**src/rtl/rlc_pkg.sv**
```systemverilog
package rlc_pkg;

  typedef enum logic [2:0] {
    ACT_HOLD   = 3'd0,
    ACT_LOAD   = 3'd1,
    ACT_STEP   = 3'd2,
    ACT_WRAP   = 3'd3,
    ACT_RELOAD = 3'd4
  } rlc_act_e;

  // Priority: load, then hold, then the end-of-count choice.
  function automatic rlc_act_e rlc_pick(logic load_n, logic cnt_en_n,
                                        logic reload_en, logic at_top);
    if (!load_n)   return ACT_LOAD;
    if (cnt_en_n)  return ACT_HOLD;
    if (!at_top)   return ACT_STEP;
    if (reload_en) return ACT_RELOAD;
    return ACT_WRAP;
  endfunction

endpackage

```
**src/rtl/rlc_term_dec.sv**
```systemverilog
module rlc_term_dec #(
  parameter int WIDTH = 8
) (
  input  logic [WIDTH-1:0] q,
  output logic             at_top,
  output logic             term_n
);
  // Decoded from the registered count only.
  assign at_top = &q;
  assign term_n = ~at_top;
endmodule

```
**src/rtl/rlc_next_sel.sv**
```systemverilog
module rlc_next_sel
  import rlc_pkg::*;
#(
  parameter int WIDTH = 8
) (
  input  logic [WIDTH-1:0] q,
  input  logic [WIDTH-1:0] preset,
  input  rlc_act_e         act,
  output logic [WIDTH-1:0] q_nxt
);
  localparam logic [WIDTH-1:0] ONE = WIDTH'(1);

  always_comb begin
    unique case (act)
      ACT_LOAD, ACT_RELOAD: q_nxt = preset;
      ACT_STEP:             q_nxt = q + ONE;
      ACT_WRAP:             q_nxt = '0;
      default:              q_nxt = q;
    endcase
  end
endmodule

```
**src/rtl/rlc_state_reg.sv**
```systemverilog
module rlc_state_reg #(
  parameter int WIDTH = 8
) (
  input  logic             clk,
  input  logic             clear,
  input  logic [WIDTH-1:0] d,
  output logic [WIDTH-1:0] q
);
  always_ff @(posedge clk or posedge clear) begin
    if (clear) q <= '0;
    else       q <= d;
  end
endmodule

```
**src/rtl/reload_counter.sv**
```systemverilog
module reload_counter
  import rlc_pkg::*;
#(
  parameter int WIDTH = 8
) (
  input  logic             clk,
  input  logic             clear,
  input  logic             load_n,
  input  logic             count_en_n,
  input  logic             reload_en,
  input  logic [WIDTH-1:0] preset,
  output logic [WIDTH-1:0] q,
  output logic             term_n
);
  logic [WIDTH-1:0] q_nxt;
  logic             at_top;
  rlc_act_e         act;

  // Named events for the checker.
  logic evt_load, evt_step, evt_wrap, evt_reload, evt_hold;

  rlc_term_dec #(.WIDTH(WIDTH)) u_term (
    .q      (q),
    .at_top (at_top),
    .term_n (term_n)
  );

  assign act        = rlc_pick(load_n, count_en_n, reload_en, at_top);
  assign evt_load   = (act == ACT_LOAD);
  assign evt_step   = (act == ACT_STEP);
  assign evt_wrap   = (act == ACT_WRAP);
  assign evt_reload = (act == ACT_RELOAD);
  assign evt_hold   = (act == ACT_HOLD);

  rlc_next_sel #(.WIDTH(WIDTH)) u_next (
    .q      (q),
    .preset (preset),
    .act    (act),
    .q_nxt  (q_nxt)
  );

  rlc_state_reg #(.WIDTH(WIDTH)) u_reg (
    .clk   (clk),
    .clear (clear),
    .d     (q_nxt),
    .q     (q)
  );
endmodule

```
**config.mk**
```make
export PLATFORM = sky130hd
export DESIGN_NAME = reload_counter
export DESIGN_NICKNAME = d
export VERILOG_FILES = /design/src/rtl/rlc_pkg.sv /design/src/rtl/rlc_term_dec.sv /design/src/rtl/rlc_next_sel.sv /design/src/rtl/rlc_state_reg.sv /design/src/rtl/reload_counter.sv
export SDC_FILE = /design/constraint.sdc
export NUM_CORES = 1
export LEC_CHECK = 0
export BUFFER_PORTS_ARGS = -buffer_cell sky130_fd_sc_hd__buf_2
export CORE_AREA = 2 2 39 41
export CTS_BUF_LIST = sky130_fd_sc_hd__clkbuf_4
export CTS_CLUSTER_DIAMETER = 50
export CTS_CLUSTER_SIZE = 28
export DETAILED_ROUTE_END_ITERATION = 10
export DIE_AREA = 0 0 41 43
export PLACE_DENSITY = 0.79
export SYNTH_ARGS = -nofsm -noshare
export SYNTH_HDL_FRONTEND = slang
export SYNTH_SLANG_ARGS = --single-unit
```
**constraint.sdc**
```tcl
create_clock -name clk -period 1.9 [get_ports clk]
set_input_delay 0.095 -clock clk [delete_from_list [all_inputs] [get_ports clk]]
set_output_delay 0.095 -clock clk [all_outputs]
set_load 0.02 [all_outputs]
```
==> results of run 1 <==
==> power by group <==
group	leakage, uW	switching (uW)	internal [uW]
Clock	0.0000138	69.6	73.1
Sequential	0.0000954	36.4	192
Combinational	0.000218	87.7	61.1
==> final cells by class <==
cell class / count / area [um^2] / area share (%)
multi-input cells: 48 / 322 / 46.3
flip-flops and latches: 8 / 200 / 28.8
repair buffers: 22 / 115 / 16.6
clock buffers: 3 / 22.5 / 3.24
well taps: 16 / 20.0 / 2.88
inverters: 4 / 15.0 / 2.16
==> per-stage QoR <==
stage | area, um^2 | std cells | power [uW]
after global routing | 694 | 101 | 547
after floorplan | 553 | 62 | 327
after global placement | 662 | 97 | 373
after CTS | 694 | 101 | 522
final | 694 | 101 | 520
after detailed placement | 662 | 97 | 379
==> logic make-up after synthesis <==
family                     after synthesis  synth area share [%]
and+or+nand+nor                         31                  30.1
buffers and inverters                    6                  5.65
AOI/OAI and AO/OA                       14                  22.6
DFF                                      8                  36.2
xor gates and xnor gates                 2                  3.17
adders and majority gates                1                  2.26
==> layout by cell type, fill, tap and decap left out, types with 3 or more instances in the layout <==
cell type,count
sky130_fd_sc_hd__buf_2,21
sky130_fd_sc_hd__nand2_1,14
sky130_fd_sc_hd__dfrtp_1,8
sky130_fd_sc_hd__nor2_1,4
sky130_fd_sc_hd__inv_1,4
sky130_fd_sc_hd__nor3_1,3
sky130_fd_sc_hd__a32oi_1,3
sky130_fd_sc_hd__o21ai_1,3
sky130_fd_sc_hd__clkbuf_4,3
==> metal layers <==
layer | vias to the layer above | part of all wire, %
met3 | 2 | 5.3
li1 | 275 | -
met4 | 0 | 1.8
met2 | 20 | 47
met5 | - | 0
met1 | 255 | 45
==> final timing paths <==
check / start / endpoint / slack [ps] / cells after the start
worst min-delay path: preset[0] / u_reg.q[0] / 10 / 3
min in group asynchronous: clear / u_reg.q[0] / 320 / 3
worst max register to register: u_reg.q[0] / u_reg.q[7] / 360 / 4
max in group asynchronous: clear / u_reg.q[2] / 1330 / 3
worst min register to register: u_reg.q[1] / u_reg.q[1] / 600 / 2
worst max-delay path: u_reg.q[0] / term_n / 310 / 5
==> cells in the mapped netlist, drive strengths merged <==
library cell,count
inv,4
a41oi,1
nand3,2
nand4,1
nand2,14
nor2b,1
and4,1
o31ai,1
o21ai,5
and2,1
or3,1
dfrtp,8
a22o,1
o31a,1
buf,2
nor3,3
o2111ai,1
a32oi,3
xnor2,2
nand2b,1
nor2,4
ha,1
a221o,1
nand4b,2
==> worst max-delay path, delay by kind of cell (launching register included) <==
kind                     cells  cell delay, ps
buffers and inverters        2             200
flip-flops                   1             400
AND/OR/NAND/NOR              2             350
adder cells (fa/ha/maj)      1             270
==> qor.json, run 1 <==
{
  "pwr": {
    "p_leak_uw": 0.000327,
    "power.ir.vdd_worst_mv": 0.384,
    "power.density_nw_per_um2": 749
  },
  "synthesis": {
    "synth_seq_cells": 8,
    "synth.top_cell.area_share_pct": 36.2,
    "synth_cell_types": 27,
    "synthesis.area_um2": 553,
    "synth_cells": 62,
    "synth-warning-count": 0,
    "synthTopCellsByArea": "sky130_fd_sc_hd__dfrtp_1, sky130_fd_sc_hd__nand2_1, sky130_fd_sc_hd__a32oi_1",
    "synth.avg_cell_area_um2": 8.92,
    "synth.yosys.seq_area_share_pct": 36.2,
    "syn_nets": 76,
    "synth_area_leader_cell": "sky130_fd_sc_hd__dfrtp_1"
  },
  "drt": {
    "postRouteWirelength_mm": 1.38,
    "drt_pre_antenna_iters": 4,
    "wl_per_cell_um": 13.7,
    "route.detailed.drc": 0,
    "num_vias": 552,
    "detailedRoute.firstIterationViolations": 10,
    "drtAntennaViolNets": 0,
    "vias_per_cell": 5.47
  },
  "timing": {
    "transition_time_at_the_pin_with_the_least_slew_margin_ps": 380,
    "final_setup_vio_count": 0,
    "final_hold_violations": 0,
    "hold_slack_ps": 14.7,
    "worst_rel_slew_slack_pct": 74.6,
    "drv_slew": 0,
    "fin_skew_ps": 0.876,
    "final.setup.tns_ps": 0,
    "timing.final.ws_setup_ps": 314,
    "min_period_over_period_pct": 83.5,
    "timing.fmax_mhz": 630,
    "grt_setup_unrepaired": "false",
    "timing.final.crit_period_ps": 1590
  },
  "grt": {
    "gr-max-usage-layer": "met1",
    "first_pass_grt_wire_length_mm": 2.17,
    "globalRouteMet3Util_pct": 3.14,
    "grt_overflow": 0,
    "maximum_number_of_pins_on_one_net_before_global_route_repair": 10,
    "grt_util_all_layers_pct": 18.3,
    "grt_antenna_before_repair": 0,
    "number_of_global_route_vias_before_repair": 466,
    "met1_usage_pct": 27.1,
    "met2_usage_pct": 25.0
  },
  "critical_path": {
    "cp.required_ps": 1800,
    "timing.critical_path.from_type": "flip-flop",
    "worst-endpoint-arrival_ps": 1490,
    "crit_fanout": 5,
    "worstPathCellList": "ha_1 -> nand4_1 -> nor2_1 -> inv_1 -> buf_2",
    "end_kind": "output pin",
    "critPathSlowestCell": "sky130_fd_sc_hd__dfrtp_1",
    "criticalPathCategory": "flip-flop to output pin",
    "cp_slowest_stage_delay_ps": 400
  },
  "cells_and_area": {
    "drive_gt1_share_pct": 32.9,
    "largest_register_ffs": 8,
    "largest_registers": "u_reg.q: 8 flops",
    "finish.utilization_pct": 50.2,
    "finalNetCount": 101,
    "largest-register": "u_reg.q",
    "n_fill_cell": 150,
    "area.growth.synth_to_final_pct": 25.6,
    "insertedDiodeCount": 0
  },
  "clock_tree": {
    "post_cts_hold_buffer_count": 1,
    "clockRootBuffer": "sky130_fd_sc_hd__clkbuf_4",
    "number_of_buffers_created_by_cts": 3,
    "clk_transition_reported_paths_ps": 60,
    "tritoncts_clock_tree": "built",
    "clock_tree.htree_level_count": 1,
    "insertion_delay_ps": 260,
    "post_cts_setup_repair_bufs": 0,
    "cts-root-to-sink-buffers": 2,
    "cts.sink_count": 8,
    "cts_resized": 0
  },
  "floorplanning": {
    "chipWidth_um": 41,
    "placementRows": 14,
    "design.core.area_um2": 1380,
    "initial_core_util_pct": 40.0,
    "top_level_ports": 22,
    "die_h_um": 43,
    "die_area_um2": 1760
  },
  "flow_run": {
    "drv_cap": 0
  },
  "place": {
    "pre_cts_slack_ps": 371,
    "place.detailed.hpwl_mm": 1.07,
    "numPortBuffers": 21,
    "globalplace.congestion": 0.776
  },
  "outcome": {
    "status": "finished, final reports clean"
  },
  "hold_path": {
    "path_type_of_the_worst_min_delay_path": "primary input to flip-flop"
  }
}
(Power assumes the default switching activity.)
==> run 2, diff against run 1 <==
--- a/config.mk
+++ b/config.mk
@@ -5,14 +5,15 @@
 export SDC_FILE = /design/constraint.sdc
 export NUM_CORES = 1
 export LEC_CHECK = 0
+export ABC_AREA = 1
 export BUFFER_PORTS_ARGS = -buffer_cell sky130_fd_sc_hd__buf_2
-export CORE_AREA = 2 2 39 41
+export CORE_MARGIN = 1
+export CORE_UTILIZATION = 45
 export CTS_BUF_LIST = sky130_fd_sc_hd__clkbuf_4
 export CTS_CLUSTER_DIAMETER = 50
 export CTS_CLUSTER_SIZE = 28
 export DETAILED_ROUTE_END_ITERATION = 10
-export DIE_AREA = 0 0 41 43
-export PLACE_DENSITY = 0.79
+export PLACE_DENSITY = 0.85
 export SYNTH_ARGS = -nofsm -noshare
 export SYNTH_HDL_FRONTEND = slang
 export SYNTH_SLANG_ARGS = --single-unit
==> constraint.sdc (replaced) <==
create_clock -name clk -period 1.37 [get_ports clk]
set_input_delay 0.0685 -clock clk [delete_from_list [all_inputs] [get_ports clk]]
set_output_delay 0.0685 -clock clk [all_outputs]
set_load 0.02 [all_outputs]
==> qor.json, run 2 <==
{
  "outcome": {
    "status": "finished, violations left",
    "violated_checks": "setup timing"
  },
  "critical_path": {
    "worstSetupEndpoint": "u_reg.q[6]",
    "cp.required_ps": 1560,
    "worstSetupStartpoint": "u_reg.q[1]",
    "r2r_worst_path_depth": 9,
    "criticalPathCategory": "flip-flop to flip-flop",
    "timing.rr.start": "u_reg.q[1]",
    "crit_fanout": 8,
    "worst-endpoint-arrival_ps": 1570,
    "timing.critical_path.from_type": "flip-flop",
    "end_kind": "flip-flop",
    "regToRegEndpoint": "u_reg.q[6]",
    "setup.reg_to_reg.worst_slack_ps": -3
  },
  "timing": {
    "drv_slew": 0,
    "worst_rel_slew_slack_pct": 77.5,
    "min_period_over_period_pct": 100,
    "timing.final.ws_setup_ps": -2.72,
    "fin_skew_ps": 12.0,
    "final_setup_vio_count": 1,
    "timing.final.crit_period_ps": 1370,
    "final_hold_violations": 0,
    "final.setup.tns_ps": -2.72,
    "transition_time_at_the_pin_with_the_least_slew_margin_ps": 338,
    "grt_setup_unrepaired": "true",
    "timing.fmax_mhz": 728
  },
  "drt": {
    "wl_per_cell_um": 10.1,
    "route.detailed.drc": 0,
    "vias_per_cell": 4.85,
    "detailedRoute.firstIterationViolations": 11,
    "drtAntennaViolNets": 0,
    "drt_pre_antenna_iters": 4,
    "postRouteWirelength_mm": 1.47,
    "num_vias": 703
  },
  "cells_and_area": {
    "largest_register_ffs": 8,
    "area.growth.synth_to_final_pct": 40.0,
    "layout_commonest_cell": "sky130_fd_sc_hd__nand2_1",
    "post_layout_nonfiller_instances": 145,
    "largest-register": "u_reg.q",
    "finalNetCount": 146,
    "largest_registers": "u_reg.q: 8 flops",
    "n_fill_cell": 99,
    "final_cell_mix": "sky130_fd_sc_hd__nand2_1, sky130_fd_sc_hd__buf_2, sky130_fd_sc_hd__inv_1",
    "drive_gt1_share_pct": 34.4,
    "insertedDiodeCount": 0
  },
  "grt": {
    "grt_util_all_layers_pct": 23.4,
    "grt_antenna_before_repair": 0,
    "number_of_global_route_vias_before_repair": 584,
    "grt_overflow": 0,
    "first_pass_grt_wire_length_mm": 2.36,
    "maximum_number_of_pins_on_one_net_before_global_route_repair": 10
  },
  "pwr": {
    "p_leak_uw": 0.000497,
    "p_sw_share_pct": 36.3,
    "share_seq_of_total_power_pct": 38.3,
    "power.density_nw_per_um2": 925,
    "p_sw_uw": 287,
    "internal_power_uw": 503,
    "power.share.clock_pct": 28.4,
    "power.ir.vdd_worst_mv": 0.646,
    "comb_power_share_pct": 33.3
  },
  "synthesis": {
    "synth_edf_count": 0,
    "synth-warning-count": 0,
    "synth_ff_type": "sky130_fd_sc_hd__dfrtp_1",
    "synth.top_cell.area_share_pct": 34.4,
    "synth_area_leader_cell": "sky130_fd_sc_hd__nand2_1",
    "library_cell_with_the_highest_instance_count_after_synthesis": "sky130_fd_sc_hd__nand2_1",
    "synthesis.area_um2": 611,
    "synthTopCellsByArea": "sky130_fd_sc_hd__nand2_1, sky130_fd_sc_hd__dfrtp_1, sky130_fd_sc_hd__nand3_1",
    "synth_top_cells_by_count": "sky130_fd_sc_hd__nand2_1, sky130_fd_sc_hd__inv_1, sky130_fd_sc_hd__dfrtp_1, sky130_fd_sc_hd__nand3_1, sky130_fd_sc_hd__nand2_2",
    "synth_cells": 100,
    "synth-async-reset-ratio_pct": 100,
    "synth.yosys.seq_area_share_pct": 32.8,
    "syn_nets": 114,
    "synth.avg_cell_area_um2": 6.11,
    "synth_cell_types": 16,
    "synth_seq_cells": 8
  },
  "hold_path": {
    "hold_depth": 5,
    "path_type_of_the_worst_min_delay_path": "primary input to flip-flop"
  },
  "place": {
    "place.detailed.instances": 139,
    "globalplace.congestion": 0.840,
    "place.detailed.hpwl_mm": 1.09,
    "numPortBuffers": 21
  },
  "floorplanning": {
    "chipWidth_um": 38.8,
    "top_level_ports": 22,
    "placementRows": 12,
    "die_area_um2": 1510,
    "die_h_um": 38.8,
    "design.core.area_um2": 1190,
    "initial_core_util_pct": 51.5
  },
  "flow_run": {
    "drv_cap": 0
  },
  "clock_tree": {
    "clk_transition_reported_paths_ps": 70,
    "insertion_delay_ps": 260,
    "tritoncts_clock_tree": "built",
    "cts-root-to-sink-buffers": 2,
    "cts.sink_count": 8,
    "number_of_buffers_created_by_cts": 3,
    "clockRootBuffer": "sky130_fd_sc_hd__clkbuf_4",
    "clock_tree.htree_level_count": 1
  }
}
-- run 2: layer usage --
metal | GRT usage (%) | routed length (um) | up-vias | part of all wire (%)
met5 | 0 | 0 | - | 0
met3 | 1.73 | 58 | 4 | 4.0
met2 | 38.3 | 673 | 24 | 46
li1 | - | - | 370 | -
met4 | 12.9 | 22 | 0 | 1.5
met1 | 30.0 | 714 | 305 | 49
-- run 2: timing repair --
item | 4_1_cts | 5_1_grt
buffers inserted | 0 | 1
pin swaps | 0 | 6
hold buffers | 1 | 0
endpoints found under the hold margin | 8 | 0
endpoints found under the setup margin | 5 | 9
resized for setup | 2 | 6
-- run 2: worst max-delay path: stages (launching register included) --
cell and delay [ps]:
sky130_fd_sc_hd__dfrtp_2 400, sky130_fd_sc_hd__ha_4 160, sky130_fd_sc_hd__nand2_4 60, sky130_fd_sc_hd__nor2_4 190
sky130_fd_sc_hd__nand3_2 110, sky130_fd_sc_hd__nand2_4 150, sky130_fd_sc_hd__nand2_1 60, sky130_fd_sc_hd__nand2_1 70
sky130_fd_sc_hd__nand2_1 40, sky130_fd_sc_hd__nand2_1 60
-- run 2: layout make-up --
| cell class | instances | area [um^2] | share of cell area [%] |
|---|---|---|---|
| sequential | 8 | 203 | 23.7 |
| tap | 14 | 17.5 | 2.05 |
| inverter | 11 | 41.3 | 4.83 |
| clock buffer | 4 | 30.0 | 3.51 |
| multi-input combinational | 81 | 404 | 47.3 |
| timing repair buffer | 27 | 159 | 18.6 |
-- run 2: how the worst min path moves through the flow --
| stage | from | to | slack (ps) |
|---|---|---|---|
| floorplan | clear | u_reg.q[2] | -120 |
| global placement | clear | u_reg.q[7] | 30 |
| detailed placement | clear | u_reg.q[5] | 50 |
| CTS | preset[3] | u_reg.q[3] | 90 |
| global route | preset[3] | u_reg.q[3] | 110 |
| finish | preset[1] | u_reg.q[1] | 90 |
-- run 2: power groups by stage --
stage          sequential, uW  combinational (uW)  clock [uW]
2_1_floorplan             340                 113           0
3_3_place_gp              301                 238           0
3_5_place_dp              303                 243           0
4_1_cts                   298                 250         225
5_1_grt                   306                 295         238
6_report                  303                 263         224
-- run 2: stage by stage --
step           utilization [%]  hold WS [ps]  power (uW)  instance area, um^2  setup slack (ps)
4_1_cts                   69.2          92.0         773                  821             -4.43
6_report                  72.0          89.2         790                  855             -2.72
3_3_place_gp              64.8          30.5         539                  768              26.2
2_1_floorplan                -          -116         453                  616              14.3
3_5_place_dp              64.8          51.4         546                  768             -6.65
5_1_grt                   72.0           111         839                  855             -69.9
-- run 2: cell families after synthesis --
family                     count (synthesis)  synth area share, %
and+or+nand+nor                           76                 53.5
adders and majority gates                  1                 2.05
DFF                                        8                 32.8
AOI/OAI and AO/OA                          3                 3.48
buffers and inverters                     11                 6.76
xor gates and xnor gates                   1                 1.43
